<file path="src/rtl/srcop_pkg.sv">
package srcop_pkg;
   typedef enum logic [1:0] {ST_IDLE, ST_EXT, ST_PTR, ST_FIN} seq_state_t;
   typedef enum logic [2:0] {
      AM_REG    = 3'd0,
      AM_DEF    = 3'd1,
      AM_INC    = 3'd2,
      AM_INCDEF = 3'd3,
      AM_DEC    = 3'd4,
      AM_DECDEF = 3'd5,
      AM_IDX    = 3'd6,
      AM_IDXDEF = 3'd7
   } amode_t;
   typedef enum logic [1:0] {AU_PASS, AU_INC, AU_DEC, AU_ADD} au_op_t;
endpackage

</file>
<file path="src/rtl/srcop_regfile.sv">
module srcop_regfile #(
   parameter int DW          = 16,
   parameter int NREG        = 8,
   parameter int AW          = $clog2(NREG),
   parameter int INIT_BASE   = 16,
   parameter int INIT_STRIDE = 256
) (
   input  logic          clk,
   input  logic          rst_n,
   input  logic [AW-1:0] rd_idx,
   output logic [DW-1:0] rd_data,
   input  logic          we,
   input  logic [AW-1:0] wr_idx,
   input  logic [DW-1:0] wr_data
);
   logic [NREG*DW-1:0] flat;

   for (genvar i = 0; i < NREG; i++) begin : g_reg
      localparam logic [DW-1:0] RST_VAL = DW'(INIT_BASE + i * INIT_STRIDE);
      logic [DW-1:0] q;
      always_ff @(posedge clk or negedge rst_n) begin
         if (!rst_n)
            q <= RST_VAL;
         else if (we && wr_idx == AW'(i))
            q <= wr_data;
      end
      assign flat[i*DW +: DW] = q;
   end

   assign rd_data = flat[rd_idx*DW +: DW];
endmodule

</file>
<file path="src/rtl/srcop_addr_unit.sv">
module srcop_addr_unit
   import srcop_pkg::*;
#(
   parameter int DW   = 16,
   parameter int STEP = 2
) (
   input  au_op_t        op,
   input  logic [DW-1:0] base,
   input  logic [DW-1:0] ext,
   output logic [DW-1:0] res
);
   localparam logic [DW-1:0] STEP_V = DW'(STEP);

   always_comb begin
      unique case (op)
         AU_INC:  res = base + STEP_V;
         AU_DEC:  res = base - STEP_V;
         AU_ADD:  res = base + ext;
         default: res = base;
      endcase
   end
endmodule

</file>
<file path="src/rtl/srcop_ctrl.sv">
module srcop_ctrl
   import srcop_pkg::*;
#(
   parameter int DW   = 16,
   parameter int NREG = 8,
   parameter int AW   = $clog2(NREG)
) (
   input  logic          clk,
   input  logic          rst_n,
   input  logic          req_valid,
   input  logic [2:0]    req_mode,
   input  logic [AW-1:0] req_reg,
   input  logic          mem_ack,
   input  logic [DW-1:0] mem_rdata,
   input  logic [DW-1:0] rd_data,
   input  logic [DW-1:0] au_res,
   output logic [AW-1:0] rd_idx,
   output au_op_t        au_op,
   output logic          we,
   output logic [AW-1:0] wr_idx,
   output logic [DW-1:0] wr_data,
   output logic          mem_rd,
   output logic [DW-1:0] mem_addr,
   output logic          busy,
   output logic          op_valid,
   output logic [DW-1:0] op_data,
   output logic [2:0]    lat_mode,
   output logic [AW-1:0] lat_reg
);
   localparam int PC_IDX = NREG - 1;

   seq_state_t state;
   amode_t     m_in;
   amode_t     m_lat;
   logic       accept;

   assign m_in   = amode_t'(req_mode);
   assign m_lat  = amode_t'(lat_mode);
   assign accept = req_valid && (state == ST_IDLE);
   assign busy   = (state != ST_IDLE);
   assign mem_rd = (state != ST_IDLE);

   always_comb begin
      rd_idx = lat_reg;
      au_op  = AU_PASS;
      we     = 1'b0;
      unique case (state)
         ST_IDLE: begin
            rd_idx = (m_in == AM_IDX || m_in == AM_IDXDEF) ? AW'(PC_IDX) : req_reg;
            unique case (m_in)
               AM_INC, AM_INCDEF, AM_IDX, AM_IDXDEF: au_op = AU_INC;
               AM_DEC, AM_DECDEF:                    au_op = AU_DEC;
               default:                              au_op = AU_PASS;
            endcase
            we = accept && (m_in != AM_REG) && (m_in != AM_DEF);
         end
         ST_EXT:  au_op = AU_ADD;
         default: au_op = AU_PASS;
      endcase
   end

   assign wr_idx  = rd_idx;
   assign wr_data = au_res;

   always_ff @(posedge clk or negedge rst_n) begin
      if (!rst_n) begin
         state    <= ST_IDLE;
         mem_addr <= '0;
         op_valid <= 1'b0;
         op_data  <= '0;
         lat_mode <= '0;
         lat_reg  <= '0;
      end else begin
         op_valid <= 1'b0;
         unique case (state)
            ST_IDLE: begin
               if (accept) begin
                  lat_mode <= req_mode;
                  lat_reg  <= req_reg;
                  unique case (m_in)
                     AM_REG: begin
                        op_data  <= rd_data;
                        op_valid <= 1'b1;
                     end
                     AM_DEF, AM_INC: begin
                        mem_addr <= rd_data;
                        state    <= ST_FIN;
                     end
                     AM_INCDEF: begin
                        mem_addr <= rd_data;
                        state    <= ST_PTR;
                     end
                     AM_DEC: begin
                        mem_addr <= au_res;
                        state    <= ST_FIN;
                     end
                     AM_DECDEF: begin
                        mem_addr <= au_res;
                        state    <= ST_PTR;
                     end
                     default: begin
                        mem_addr <= rd_data;
                        state    <= ST_EXT;
                     end
                  endcase
               end
            end
            ST_EXT: begin
               if (mem_ack) begin
                  mem_addr <= au_res;
                  state    <= (m_lat == AM_IDXDEF) ? ST_PTR : ST_FIN;
               end
            end
            ST_PTR: begin
               if (mem_ack) begin
                  mem_addr <= mem_rdata;
                  state    <= ST_FIN;
               end
            end
            default: begin
               if (mem_ack) begin
                  op_data  <= mem_rdata;
                  op_valid <= 1'b1;
                  state    <= ST_IDLE;
               end
            end
         endcase
      end
   end
endmodule

</file>
<file path="src/rtl/srcop_fetch.sv">
module srcop_fetch
   import srcop_pkg::*;
#(
   parameter int DW          = 16,
   parameter int NREG        = 8,
   parameter int STEP        = 2,
   parameter int INIT_BASE   = 16,
   parameter int INIT_STRIDE = 256,
   localparam int AW         = $clog2(NREG)
) (
   input  logic          clk,
   input  logic          rst_n,
   input  logic          req_valid,
   input  logic [2:0]    req_mode,
   input  logic [AW-1:0] req_reg,
   output logic          busy,
   output logic          mem_rd,
   output logic [DW-1:0] mem_addr,
   input  logic          mem_ack,
   input  logic [DW-1:0] mem_rdata,
   output logic          op_valid,
   output logic [DW-1:0] op_data
);
   if (NREG < 2 || (1 << AW) != NREG) begin : g_bad_nreg
      $error("NREG must be a power of two of at least 2");
   end
   if (DW < 8) begin : g_bad_dw
      $error("DW must be at least 8");
   end
   if (STEP < 1 || STEP >= (1 << (DW - 1))) begin : g_bad_step
      $error("STEP out of range for DW");
   end

   logic [AW-1:0] rd_idx, wr_idx, lat_reg;
   logic [DW-1:0] rd_data, wr_data, au_res;
   logic          we;
   logic [2:0]    lat_mode;
   au_op_t        au_op;

   srcop_regfile #(
      .DW(DW), .NREG(NREG), .AW(AW),
      .INIT_BASE(INIT_BASE), .INIT_STRIDE(INIT_STRIDE)
   ) u_rf (
      .clk(clk), .rst_n(rst_n),
      .rd_idx(rd_idx), .rd_data(rd_data),
      .we(we), .wr_idx(wr_idx), .wr_data(wr_data)
   );

   srcop_addr_unit #(.DW(DW), .STEP(STEP)) u_au (
      .op(au_op), .base(rd_data), .ext(mem_rdata), .res(au_res)
   );

   srcop_ctrl #(.DW(DW), .NREG(NREG), .AW(AW)) u_ctrl (
      .clk(clk), .rst_n(rst_n),
      .req_valid(req_valid), .req_mode(req_mode), .req_reg(req_reg),
      .mem_ack(mem_ack), .mem_rdata(mem_rdata),
      .rd_data(rd_data), .au_res(au_res),
      .rd_idx(rd_idx), .au_op(au_op),
      .we(we), .wr_idx(wr_idx), .wr_data(wr_data),
      .mem_rd(mem_rd), .mem_addr(mem_addr), .busy(busy),
      .op_valid(op_valid), .op_data(op_data),
      .lat_mode(lat_mode), .lat_reg(lat_reg)
   );
endmodule

</file>
<file path="config.mk">
export PLATFORM = sky130hd
export DESIGN_NAME = srcop_fetch
export DESIGN_NICKNAME = d
export VERILOG_FILES = /design/src/rtl/srcop_pkg.sv /design/src/rtl/srcop_regfile.sv /design/src/rtl/srcop_addr_unit.sv /design/src/rtl/srcop_ctrl.sv /design/src/rtl/srcop_fetch.sv
export SDC_FILE = /design/constraint.sdc
export NUM_CORES = 1
export LEC_CHECK = 0
export ABC_AREA = 1
export BUFFER_PORTS_ARGS = -buffer_cell sky130_fd_sc_hd__buf_2
export CORE_MARGIN = 2
export CORE_UTILIZATION = 60
export CTS_CLUSTER_SIZE = 25
export DETAILED_ROUTE_END_ITERATION = 10
export GPL_TIMING_DRIVEN = 1
export HOLD_SLACK_MARGIN = 0.1
export PLACE_DENSITY = 0.79
export SYNTH_ARGS = -nofsm -noshare
export SYNTH_HDL_FRONTEND = slang
export SYNTH_SLANG_ARGS = --single-unit
</file>
<file path="constraint.sdc">
create_clock -name clk -period 6.9 [get_ports clk]
set_input_delay 0.69 -clock clk [delete_from_list [all_inputs] [get_ports clk]]
set_output_delay 0.69 -clock clk [all_outputs]
set_load 0.02 [all_outputs]
</file>
==> flow_results.org <==
** Global route
- Via count of the first global-routing pass :: 8,805
- Gr ovfl total :: 0
- Initial antenna violation count :: 0
- Entering global routing, the biggest net connects 97 pins.
- Overall Global Routing Usage :: roughly a third
- Wire length of the first global-routing pass :: ~46 mm

** Yosys
- Counting every instance in the synthesized netlist gives 1,349.
- The number of nets handed over by synthesis was ~1,400.
- The synthesized design contains approximately 170 register bits.
- Synth top area cells :: sky130_fd_sc_hd__dfrtp_1 (37%), sky130_fd_sc_hd__nand2_1 (16%), sky130_fd_sc_hd__o21ai_0 (8.4%)
- Share of the yosys chip area belonging to registers :: a little over two fifths
- Netlist Area Pre-Place :: ~10,000 um^2
- Fraction of post-synthesis cell area in the top cell type by area :: between 30% and 40%
- Synthesis instantiated 52 different standard cells from the library.
- For this run, asynchronously set or reset flops after synthesis account for 100%.
- Per-instance average area after synthesis :: 7.44 um^2
- The largest total area in the synthesized netlist belongs to sky130_fd_sc_hd__dfrtp_1.
- Among all flip-flop cells after synthesis, the most frequent one is sky130_fd_sc_hd__dfrtp_1.
- During synthesis, Yosys emitted a total of 0 warnings.
- Counting flops with a built-in enable in the synthesized netlist gives 0.

** Timing
- Final period util :: 77.4%
- Minimum clock period after layout :: between 5 and 6 ns
- Across all hold checks on the routed design, the worst slack comes to about 0.35 ns.
- Maximum clock frequency :: between 150 and 200 MHz
- In the final timing run, aggregate negative setup slack is 0 ns.
- Final count of pins violating max slew :: 0
- At the pin with the least slew margin, the transition time is roughly 1.2 ns.
- Unrepaired setup endpoints after global routing :: no
- The total count of hold-check failures in the final report came to 0.
- Setup violations remaining at the end of the flow were counted as 0.
- Worst-case headroom to the max-slew limit :: 22.9%
- Across the routed clock network, the largest skew measured is 0.0140 ns.
- Final worst slack :: 1.56 ns

** Die
- IO Count :: between 60 and 70
- Core Region :: 16,500 um^2
- Std-Cell Rows :: 47
- Die boundary width :: 133 um
- Effective utilization at floorplan :: 61.0%
- Area of the die :: roughly 18,000 um^2
- Vertical die dimension :: 133 um

** Flow run
- Count of maximum capacitance violations :: 0

** Finish
- Fraction of final layout cells with drive strength greater than 1 :: 14.0%
- Biggest register :: u_rf.g.q
- Number of antenna diodes :: 0
- The register with the most flip-flops in the layout has 128 of them.
- Most used cells in the layout excluding fill and tap cells :: sky130_fd_sc_hd__nand2_1 (420), sky130_fd_sc_hd__o21ai_0 (168), sky130_fd_sc_hd__dfrtp_1 (149)
- In the final design database the tool counted 1,432 nets.
- The library cell used most frequently in the layout, excluding fill and tap cells, is sky130_fd_sc_hd__nand2_1.
- In the final layout, the registers with the most flip-flops are u_rf.g.q (128), u_ctrl.mem_addr (16), u_ctrl.op_data (16).
- Compared with the post-synthesis result, the final layout area differs by 9.56%.
- The finished cells cover roughly 11,000 um^2.

** Critical path
- STA puts the critical path data required time at around 7.2 ns.
- Arrival @ worst endpoint :: 5.67 ns
- In this run the worst path has a maximum fanout of 24.
- Counting stages on the worst path, the most repeated cell is sky130_fd_sc_hd__nand2_1.
- The worst setup path is of the flop to flop kind.
- For this design, the slowest cell found on the critical path is sky130_fd_sc_hd__a31oi_2.
- In this design, the stage delay of the slowest critical-path cell is ~0.56 ns.
- The worst setup path is captured at a flop.
- STA classifies the critical path startpoint as a flop.

** Outcome
- The run finished with clean final reports.

** Placement
- OpenSTA, run right after detailed placement, puts the worst setup slack at 1.69 ns.
- Detailed placement finished with a half-perimeter wire length of approximately 19 mm.
- Final weighted congestion of routability-driven global placement :: 0.968
- Once placement finished, the instance area stood at around 10,000 um^2.
- Count of input and output buffers :: 60

** Route
- Final routed wire length divided by cell count :: around 17 um
- The detail route stage leaves a number of antenna-violating nets equal to 0.
- # DRC :: 0
- Using the TritonRoute via totals, the vias-per-cell ratio works out to 5.85.
- Summing over every cut layer, the via total after detailed routing is 9,394.
- For this block, the initial DRC count from the detailed router was between 1,000 and 1,500.
- Wires add up to 27.9 mm.
- Before antenna repair, the detailed router went through 7 iterations.

** Clocking
- Worst-path clk slew :: 0.07 ns
- Counting every sink on the clock net gives between 150 and 200.
- Clock tree synthesis inserted a total of 17 buffers.
- Worst-Skew Late Latency :: ~0.45 ns
- H-tree Lvls :: 4
- Number of buffers added for setup after CTS :: 0
- TritonCTS built the clock tree.
- Gates resized during post-CTS repair numbered 0.
- Total of hold buffers inserted after clock tree synthesis :: 0
- In this run the deepest clock path goes through 2 buffers.
- The tree is rooted in a sky130_fd_sc_hd__clkbuf_16.

** Worst hold path
- Worst hold-check path type :: primary input to async pin
## metal layers
layer  wire length (um)  GRT usage [%]  vias up
li1                   -              -     4512
met1              12100           45.3     4382
met2              12900           51.5      434
met3               2120           5.86       66
met4                744           11.5        0
met5                  0              0        -
## worst max-delay path: cells and delay by family, from the launching register on
| family | cells | cell delay (ns) |
|---|---|---|
| flip-flops | 1 | 0.41 |
| AND/OR/NAND/NOR | 12 | 1.44 |
| buffers and inverters | 5 | 1.06 |
| AO/OA/AOI/OAI | 8 | 1.55 |
| adder cells (fa/ha/maj) | 3 | 0.75 |
## metrics by stage
step           utilization [%]  cells
6_report                  66.8   1607
5_1_grt                   66.8   1607
4_1_cts                   66.8   1607
3_5_place_dp              63.1   1575
3_3_place_gp              63.1   1575
2_1_floorplan                -   1349
## cell type report
class,count,area [um^2]
Timing Repair Buffer,67,359
Sequential cell,169,4250
Clock inverter,10,131
Tap cell,220,275
Clock buffer,22,474
Inverter,107,407
Multi-Input combinational cell,1012,5100
Fill cell,1405,5470
## synthesized netlist by cell type (13+ instances only)
library cell / instances
sky130_fd_sc_hd__o22ai_1: 44
sky130_fd_sc_hd__dfrtp_1: 149
sky130_fd_sc_hd__nand2_2: 30
sky130_fd_sc_hd__dfstp_2: 20
sky130_fd_sc_hd__a21oi_1: 65
sky130_fd_sc_hd__o21ai_0: 168
sky130_fd_sc_hd__ha_1: 31
sky130_fd_sc_hd__nand3_1: 72
sky130_fd_sc_hd__nand3_2: 13
sky130_fd_sc_hd__clkbuf_1: 41
sky130_fd_sc_hd__inv_1: 98
sky130_fd_sc_hd__nand2_1: 420
sky130_fd_sc_hd__nor2_1: 84
## cells by family (layout without fill, tap and decap cells)
family | count (synthesis) | count (layout) | share of synthesized area (%)
AO/OA/AOI/OAI | 324 | 324 | 18.0
XOR/XNOR | 2 | 2 | 0.174
adder cells (fa/ha/maj) | 32 | 32 | 4.06
buffers and inverters | 168 | 206 | 6.98
flip-flops | 169 | 169 | 42.4
AND/OR/NAND/NOR | 654 | 654 | 28.4
## path summary, 6_finish.rpt
check                                                 from  cells after the start                               to  slack (ns)
setup / recovery               u_ctrl.state[0]$_DFFE_PN0P_                     28   u_ctrl.mem_addr[8]$_DFFE_PN0P_        1.56
hold / removal                                       rst_n                      1   u_rf.g_reg[4].q[2]$_DFFE_PN0P_        0.35
setup reg to reg               u_ctrl.state[0]$_DFFE_PN0P_                     28   u_ctrl.mem_addr[8]$_DFFE_PN0P_        1.56
hold reg to reg            u_ctrl.mem_addr[12]$_DFFE_PN0P_                      2  u_ctrl.mem_addr[12]$_DFFE_PN0P_        0.48
max in group asynchronous                            rst_n                      2  u_rf.g_reg[6].q[13]$_DFFE_PN0P_        5.10
min in group clk           u_ctrl.mem_addr[12]$_DFFE_PN0P_                      2  u_ctrl.mem_addr[12]$_DFFE_PN0P_        0.48
Power is not shown: default switching activity piles up to over one toggle a cycle in this logic, so the estimate is an artifact.
